===== src/rtl/trace_reassoc_pkg.sv =====
package trace_reassoc_pkg;

    localparam int REG_W     = 5;
    localparam int IMM_W     = 16;
    localparam int BLK_W     = 2;
    localparam int MAX_SLOTS = 16;

    typedef enum logic [1:0] {
        CLS_OTHER  = 2'd0,
        CLS_ADDI   = 2'd1,
        CLS_BRANCH = 2'd2,
        CLS_ALU    = 2'd3
    } op_cls_e;

    typedef struct packed {
        op_cls_e            cls;
        logic [REG_W-1:0]   dst;
        logic               srca_int;
        logic [REG_W-1:0]   srca;
        logic               srcb_int;
        logic [REG_W-1:0]   srcb;
        logic [IMM_W-1:0]   imm;
        logic [BLK_W-1:0]   blk;
    } slot_t;

    // Fields of a record that a later consumer may need
    typedef struct packed {
        op_cls_e            cls;
        logic               srca_int;
        logic [REG_W-1:0]   srca;
        logic [IMM_W-1:0]   imm;
        logic [BLK_W-1:0]   blk;
    } prod_view_t;

    // Returns {signed_overflow, sum}
    function automatic logic [IMM_W:0] imm_add_chk(input logic [IMM_W-1:0] a,
                                                   input logic [IMM_W-1:0] b);
        logic [IMM_W-1:0] s;
        logic             ovf;
        s   = a + b;
        ovf = (a[IMM_W-1] == b[IMM_W-1]) && (s[IMM_W-1] != a[IMM_W-1]);
        return {ovf, s};
    endfunction

endpackage


===== src/rtl/reassoc_pass_ctrl.sv =====
module reassoc_pass_ctrl #(
    parameter int N_SLOTS = 16,
    localparam int IDX_W  = $clog2(N_SLOTS)
) (
    input  logic             clk,
    input  logic             rst,
    input  logic             start,
    output logic             load,
    output logic             step,
    output logic [IDX_W-1:0] cursor,
    output logic             busy,
    output logic             done
);
    localparam logic [IDX_W-1:0] LAST = IDX_W'(N_SLOTS - 1);

    assign load = start && !busy;
    assign step = busy;

    always_ff @(posedge clk) begin
        if (rst) begin
            busy   <= 1'b0;
            done   <= 1'b0;
            cursor <= '0;
        end else if (load) begin
            busy   <= 1'b1;
            done   <= 1'b0;
            cursor <= '0;
        end else if (busy) begin
            if (cursor == LAST) begin
                busy <= 1'b0;
                done <= 1'b1;
            end else begin
                cursor <= cursor + IDX_W'(1);
            end
        end
    end
endmodule


===== src/rtl/reassoc_slot_pick.sv =====
module reassoc_slot_pick
    import trace_reassoc_pkg::*;
#(
    parameter int N_SLOTS = 16,
    localparam int IDX_W  = $clog2(N_SLOTS)
) (
    input  slot_t            seg   [N_SLOTS],
    input  prod_view_t       views [N_SLOTS],
    input  logic [IDX_W-1:0] cursor,
    output slot_t            cur,
    output prod_view_t       prod,
    output logic             prod_ok
);
    always_comb begin
        cur     = seg[cursor];
        // Producer must lie strictly earlier in program order
        prod_ok = cur.srca < REG_W'(cursor);
        prod    = views[cur.srca[IDX_W-1:0]];
    end
endmodule


===== src/rtl/reassoc_fold.sv =====
module reassoc_fold
    import trace_reassoc_pkg::*;
(
    input  slot_t      cur,
    input  prod_view_t prod,
    input  logic       prod_ok,
    output slot_t      nxt,
    output logic       fold
);
    logic [IMM_W:0] chk;

    always_comb begin
        chk  = imm_add_chk(prod.imm, cur.imm);
        nxt  = cur;
        fold = 1'b0;
        if (cur.cls == CLS_ADDI && cur.srca_int && prod_ok &&
            prod.cls == CLS_ADDI && prod.blk != cur.blk && !chk[IMM_W]) begin
            fold         = 1'b1;
            nxt.srca_int = prod.srca_int;
            nxt.srca     = prod.srca;
            nxt.imm      = chk[IMM_W-1:0];
        end
    end
endmodule


===== src/rtl/trace_reassoc_unit.sv =====
module trace_reassoc_unit
    import trace_reassoc_pkg::*;
#(
    parameter int N_SLOTS = MAX_SLOTS,
    localparam int IDX_W  = $clog2(N_SLOTS),
    localparam int CNT_W  = $clog2(N_SLOTS + 1)
) (
    input  logic                     clk,
    input  logic                     rst,
    input  logic                     start,
    input  logic [N_SLOTS*2-1:0]     in_cls,
    input  logic [N_SLOTS*REG_W-1:0] in_dst,
    input  logic [N_SLOTS-1:0]       in_srca_int,
    input  logic [N_SLOTS*REG_W-1:0] in_srca,
    input  logic [N_SLOTS-1:0]       in_srcb_int,
    input  logic [N_SLOTS*REG_W-1:0] in_srcb,
    input  logic [N_SLOTS*IMM_W-1:0] in_imm,
    input  logic [N_SLOTS*BLK_W-1:0] in_blk,
    output logic [N_SLOTS*2-1:0]     out_cls,
    output logic [N_SLOTS*REG_W-1:0] out_dst,
    output logic [N_SLOTS-1:0]       out_srca_int,
    output logic [N_SLOTS*REG_W-1:0] out_srca,
    output logic [N_SLOTS-1:0]       out_srcb_int,
    output logic [N_SLOTS*REG_W-1:0] out_srcb,
    output logic [N_SLOTS*IMM_W-1:0] out_imm,
    output logic [N_SLOTS*BLK_W-1:0] out_blk,
    output logic [CNT_W-1:0]         fold_count,
    output logic                     busy,
    output logic                     done
);
    logic             load, step, fold, prod_ok;
    logic [IDX_W-1:0] cursor;
    slot_t            seg   [N_SLOTS];
    prod_view_t       views [N_SLOTS];
    slot_t            cur, nxt;
    prod_view_t       prod;

    reassoc_pass_ctrl #(.N_SLOTS(N_SLOTS)) u_ctrl (
        .clk(clk), .rst(rst), .start(start), .load(load), .step(step),
        .cursor(cursor), .busy(busy), .done(done)
    );

    reassoc_slot_pick #(.N_SLOTS(N_SLOTS)) u_pick (
        .seg(seg), .views(views), .cursor(cursor),
        .cur(cur), .prod(prod), .prod_ok(prod_ok)
    );

    reassoc_fold u_fold (
        .cur(cur), .prod(prod), .prod_ok(prod_ok), .nxt(nxt), .fold(fold)
    );

    for (genvar g = 0; g < N_SLOTS; g++) begin : g_slot
        slot_t in_rec;

        assign in_rec = '{
            cls:      op_cls_e'(in_cls[g*2 +: 2]),
            dst:      in_dst[g*REG_W +: REG_W],
            srca_int: in_srca_int[g],
            srca:     in_srca[g*REG_W +: REG_W],
            srcb_int: in_srcb_int[g],
            srcb:     in_srcb[g*REG_W +: REG_W],
            imm:      in_imm[g*IMM_W +: IMM_W],
            blk:      in_blk[g*BLK_W +: BLK_W]
        };

        always_ff @(posedge clk) begin
            if (rst)
                seg[g] <= '0;
            else if (load)
                seg[g] <= in_rec;
            else if (step && cursor == IDX_W'(g))
                seg[g] <= nxt;
        end

        assign views[g] = '{
            cls:      seg[g].cls,
            srca_int: seg[g].srca_int,
            srca:     seg[g].srca,
            imm:      seg[g].imm,
            blk:      seg[g].blk
        };

        assign out_cls[g*2 +: 2]          = seg[g].cls;
        assign out_dst[g*REG_W +: REG_W]  = seg[g].dst;
        assign out_srca_int[g]            = seg[g].srca_int;
        assign out_srca[g*REG_W +: REG_W] = seg[g].srca;
        assign out_srcb_int[g]            = seg[g].srcb_int;
        assign out_srcb[g*REG_W +: REG_W] = seg[g].srcb;
        assign out_imm[g*IMM_W +: IMM_W]  = seg[g].imm;
        assign out_blk[g*BLK_W +: BLK_W]  = seg[g].blk;
    end

    always_ff @(posedge clk) begin
        if (rst)
            fold_count <= '0;
        else if (load)
            fold_count <= '0;
        else if (step && fold)
            fold_count <= fold_count + CNT_W'(1);
    end
endmodule


===== config.mk =====
export PLATFORM = sky130hd
export DESIGN_NAME = trace_reassoc_unit
export DESIGN_NICKNAME = d
export VERILOG_FILES = /design/src/rtl/trace_reassoc_pkg.sv /design/src/rtl/reassoc_pass_ctrl.sv /design/src/rtl/reassoc_slot_pick.sv /design/src/rtl/reassoc_fold.sv /design/src/rtl/trace_reassoc_unit.sv
export SDC_FILE = /design/constraint.sdc
export NUM_CORES = 2
export LEC_CHECK = 0
export BUFFER_PORTS_ARGS = -buffer_cell sky130_fd_sc_hd__clkbuf_2
export CAP_MARGIN = 20
export CORE_AREA = 2 2 469 471
export CTS_CLUSTER_DIAMETER = 150
export DETAILED_ROUTE_END_ITERATION = 8
export DIE_AREA = 0 0 471 473
export PLACE_DENSITY = 0.45
export RECOVER_POWER = 100
export SYNTH_ARGS = -nofsm -noshare
export SYNTH_HDL_FRONTEND = slang
export SYNTH_HIERARCHICAL = 1
export SYNTH_SLANG_ARGS = --single-unit
export TNS_END_PERCENT = 20

===== constraint.sdc =====
create_clock -name clk -period 5.5 [get_ports clk]
set_clock_uncertainty 0.2 [all_clocks]
set_input_delay 0.275 -clock clk [delete_from_list [all_inputs] [get_ports clk]]
set_output_delay 0.275 -clock clk [all_outputs]
set_load 0.005 [all_outputs]

Word level (Yosys, flattened, before mapping)
Index checks and enable logic that the tools add are counted.
- register bits: 603
- input bits: 595
- output and inout port bits: 599
- logic and storage cells: 251
- add/sub/neg operators: 3
- $lt $le $gt $ge: 3
- equal/unequal tests: 20
- multiplexer cells: 44
- bitwise operators: 3
- reductions and logical operators: 46
- operators with widths (operator ; count):
    $mux W37 ; 34
    $bmux W37 S4 ; 1
    $bmux W26 S4 ; 1
    $mux W26 ; 2
    $eq A4 B4 Y1 const B ; 8
    $reduce_bool A2 Y1 ; 16
    $logic_and A1 B1 Y1 ; 24
    $add A16 B16 Y16 ; 1
    $eq A4 B3 Y1 const B ; 4
    $mux W16 ; 1
    $ge A5 B5 Y1 const B ; 2
    $not A4 Y5 ; 2
    $eq A4 B2 Y1 const B ; 2
    $mux W6 ; 1
    $add A5 B1 Y5 const B ; 1
    $lt A5 B4 Y1 ; 1
    $add A4 B1 Y4 const B ; 1
    $eq A2 B1 Y1 const B ; 2
    $eq A4 B1 Y1 const B ; 1
    $logic_not A4 Y1 ; 1
    $mux W1 ; 4
    $reduce_and A2 Y1 ; 2
    $logic_not A1 Y1 ; 2
    $ne A2 B2 Y1 ; 1
    other kinds (4) ; 4

Longest topological paths before layout
- depth in word-level cells: 16
- mapped depth: 26
- mapped depth without buffers: 18

Hierarchy
Netlist, hierarchy kept.
- modules (own cells, without submodules) (module ; times used ; cells each ; area each (um2) ; seq. area each (um2)):
    trace_reassoc_unit ; 1 ; 2930 ; 26918.3 ; 11951.5
    reassoc_slot_pick ; 1 ; 955 ; 8846.0 ; 0.0
    reassoc_fold ; 1 ; 149 ; 1302.5 ; 0.0
    reassoc_pass_ctrl ; 1 ; 31 ; 267.8 ; 120.1

Worst setup path before layout
No wires, ideal clock.
- path kind: register -> register
- start: register u_ctrl.cursor[0]
- end: register out_imm[54] (netlist name)
- setup time: 0.146 ns
- arrival: 5.261 ns
- required time: 5.154 ns
- slack: -0.107 ns
- stages on the path, launching flop included: 21
- path buffers: 7
- clock period less this slack: 5.607 ns
- cells stage by stage: dfxtp_1 -> buf_6 -> buf_6 -> clkbuf_1 -> buf_2 -> mux4_2 -> mux4_2 -> ha_1 -> a21o_1 -> a31o_2 -> o311ai_4 -> o211a_4 -> o211ai_4 -> inv_6 -> buf_12 -> mux2_4 -> nor2b_1 -> clkbuf_1 -> buf_2 -> a21oi_1 -> a211oi_2
- RTL lines (item ; line ; text):
    from (decl) ; reassoc_pass_ctrl.sv:10 ; output logic [IDX_W-1:0] cursor,
    from (signal assigned) ; reassoc_pass_ctrl.sv:33 ; cursor <= cursor + IDX_W'(1);

==> impl_results.md <==
* Non-Filler Instances at between 8k and 9k
* Final hold violation count at 0
* Power density over the cells at around 310 nW/µm²
* Leakage at roughly 21 nW
* Die area at about 220000 µm²
* Dpl hpwl at about 260000 µm
* Most frequent cell on the critical path: buf_12
* Tot GR Track Use at 0.2993
* First-pass GRT wire length at between 400000 and 500000 µm
* Worst slew pin tran at approximately 1.2 ns
* Iteration-0 DRC Markers at 4927
* Initial antenna violation count at roughly 80
* CTS H-Tree Depth at 3
* Vias at about 50k
* RSZ-0062 raised after global routing: true
* CP startpoint kind: register
* Drt drc at 0
* Root Buffer: clkbuf_16
* Arr. time, crit path at 5.95 ns
* Worst VDD drop at between 0.2 and 0.25 mV
* Final worst slack at -0.08629 ns
* Area grow syn2layout at 61.21%
* Crit-path max cell delay at roughly 0.63 ns
* Fin area at around 60000 µm²
* Cell area after synthesis at 37330 µm²
* CTS clk-pin slew, worst paths at 0.07 ns
* Final worst path period share at 1.016
* Failing checks: setup timing
* Crit path capture type: register
* Crit path max-delay cell type: mux4_2
* Pin count of the biggest net entering global routing at roughly 160
* Hold WC Path Type: input port to register
* Max frequency at 179.0 MHz
* Seq/Total Area, Yosys at 0.3233
* Asr flop ratio synth at 0
* # fillers at 23.56k
* Port bufs at about 1.2k
* Chip Height at 473 µm
* Routed wire length at around 350000 µm
* WP data required at about 5.9 ns
* CP max FO at 7
* Die Width at about 470 µm
* Max Root-Sink Buffers at 3
* Ys flop type: dfxtp_1
* Worst Path Class, Setup: register to register
* Final slew viol count at 0
* Core ar. at roughly 220000 µm²
* CTS tree: built
* Worst hold margin at roughly 0.21 ns
* IO Count at ~1.2k
* TritonCTS buffer count at between 80 and 90
* Max cap viols at 0
* Gr ovfl total at 0
* Status: finished with violations
* FF/Latch Area at 12080 µm²
* Dpl cells at ~8k
* Final Util at 0.2758
* Syn. warnings at 6
* Wire per inst at 39.64 µm
* Vias in the first global route at around 47k
* Synth Area per Inst at between 9 and 10 µm²
* Count of antenna-violating nets left after detailed routing at 0
* Clk_lat worst skew at 0.76 ns
* Tmin final at 5.586 ns
* TritonCTS Sinks at between 600 and 700
* Final setup vio count at between 50 and 60
* Rel. slew slack at 0.1958
* Post-synth EDFFs at 0
* Layout net count at 6522
* Footprint of the multi-input gates at between 20000 and 25000 µm²
* Placement row count at roughly 170
* Starting Density at 0.1711
* Register bit total from synthesis at ~600
* Net Count, Synth at approximately 4.7k
* Initial DRT Pass Iterations at 6
* Vias per cell at approximately 5.5
* Final Wtd Congestion at between 0.9 and 1
* Dpl cell area at approximately 48000 µm²
* Post-synthesis cell count at slightly above 4k
* Share of cells above drive strength 1 at 0.3405
* Unique masters post-synth at 81
## Yosys cell counts (3+ instances only)
master     instances  area, µm²
clkbuf_2           4      20.02
clkbuf_1         188      705.7
nor3b_2            3      37.54
and3b_1            4      35.03
dfxtp_1          603      12070
nand2_1          226      848.3
xnor2_1            7      61.31
a2111oi_0         52      455.4
a22oi_1           26      195.2
buf_6             18      202.7
buf_4             42      315.3
xor2_1             8      70.07
o2111a_1          28      315.3
buf_2            350       1752
nand4_1            3      18.77
ha_1              20      250.2
o21ai_0           26      130.1
a21o_1            20      150.1
or2_2              3      18.77
mux4_2           178       4009
or3_1              3      18.77
nor2b_1           42      262.8
o21ai_1           14      70.07
a211oi_1        1124       8438
mux2i_1           57      570.6
mux2_2            15      168.9
o2111ai_1          3      26.28
mux2_4             9      135.1
a211oi_2          60      750.7
buf_1             11      41.29
inv_1              9      33.78
inv_2              3      11.26
a21oi_1          668       3343
and3_1            54      337.8
nand3_1            9      45.04
nor3_1            56      280.3
a32oi_1           52      455.4
and3_2             3      22.52
nor2_1            13      48.80
## state kept, by name, indices dropped and copies added (netlist names)
register	cells
out_imm	256
out_dst	80
out_srca	80
out_srcb	80
out_blk	32
out_cls	32
out_srca_int	16
out_srcb_int	16
fold_count	5
u_ctrl/cursor	4
u_ctrl/busy	1
u_ctrl/done	1
## metal layers
layer | vias up | GRT usage | part of all wire
met1 | 24490 | 0.3512 | 0.38
met2 | 3267 | 0.4950 | 0.46
met3 | 737 | 0.08603 | 0.094
li1 | 20020 | - | -
met4 | 30 | 0.1529 | 0.065
met5 | - | 0 | 0.00051
## cell type report
class / instances / area share
clock buffers: 122 / 0.04133
well taps: 2871 / 0.05968
repair buffers: 2369 / 0.2844
flip-flops and latches: 603 / 0.2008
diodes: 46 / 0.001913
multi-input cells: 2834 / 0.4028
inverters: 13 / 0.001310
clock inverters: 32 / 0.007796
## report_power, final
group	switching, mW	internal [mW]	total (mW)
Sequential	0.688	4.78	5.47
Clock	2.55	3.54	6.10
Combinational	4.29	2.92	7.20
## kinds of logic after synthesis
| kind of cell | count (synthesis) | share of synthesized area |
|---|---|---|
| flip-flops | 603 | 0.3233 |
| multiplexers | 260 | 0.1311 |
| XOR/XNOR | 15 | 0.003519 |
| buffers and inverters | 629 | 0.08405 |
| AO/OA/AOI/OAI | 2095 | 0.3914 |
| AND/OR/NAND/NOR | 442 | 0.05935 |
| adder cells (fa/ha/maj) | 21 | 0.007239 |
## critical path, delay by kind of cell (launching register included)
kind / cells / cell delay, ns
buf+inv: 10 / 1.41
compound gates: 7 / 1.23
mux: 2 / 0.91
fa+ha+maj: 1 / 0.29
flops: 1 / 0.38
simple gates: 5 / 0.96
## layout by cell type (no fill, tap or decap), types with 15 or more instances in the layout
master / Yosys / routed
a21oi_4: 0 / 40
dlygate4sd3_1: 0 / 634
clkbuf_16: 0 / 94
o2111a_1: 28 / 26
o21ai_0: 26 / 23
buf_6: 18 / 29
diode_2: 0 / 46
clkbuf_8: 2 / 20
mux2i_1: 57 / 51
a32oi_1: 52 / 40
buf_4: 42 / 359
nand2_1: 226 / 220
mux4_2: 178 / 178
a211oi_1: 1124 / 1076
clkbuf_1: 188 / 511
a21oi_2: 0 / 134
a21oi_1: 668 / 494
clkbuf_2: 4 / 743
a22oi_1: 26 / 18
buf_12: 1 / 86
o21ai_1: 14 / 15
and3_1: 54 / 53
nor3_1: 56 / 56
a211oi_2: 60 / 108
nor2b_4: 0 / 34
dfxtp_1: 603 / 600
a2111oi_0: 52 / 30
## what timing repair did
action,CTS,global route
hold buffers,634,0
cloned,2,9
endpoints found under the hold margin,598,0
setup buffers,63,47
pin swaps,41,136
setup endpoints to repair,357,351
gates resized for setup,181,256
## per-stage QoR
step                      power (mW)  worst slack [ns]  setup TNS (ns)
final                          18.77          -0.08629          -1.630
after global routing           19.35           -0.1721          -19.11
after CTS                      18.62           -0.1127          -3.905
after detailed placement       11.74            -1.265         -350.57
after global placement         11.72            -1.271         -358.85
after floorplan                8.018           0.03619               0
## worst paths after layout
kind	start	endpoint	slack, ns	cells past startpoint
setup / recovery	u_ctrl/cursor[0]$_SDFFE_PP0P_	out_imm[13]$_SDFFE_PP0P_	-0.09	25
hold / removal	in_dst[40]	out_dst[40]$_SDFFE_PP0P_	0.21	4
setup reg to reg	u_ctrl/cursor[0]$_SDFFE_PP0P_	out_imm[13]$_SDFFE_PP0P_	-0.09	25
hold reg to reg	fold_count[4]$_SDFFE_PP0P_	fold_count[4]$_SDFFE_PP0P_	0.30	2
(Power assumes the default switching activity.)
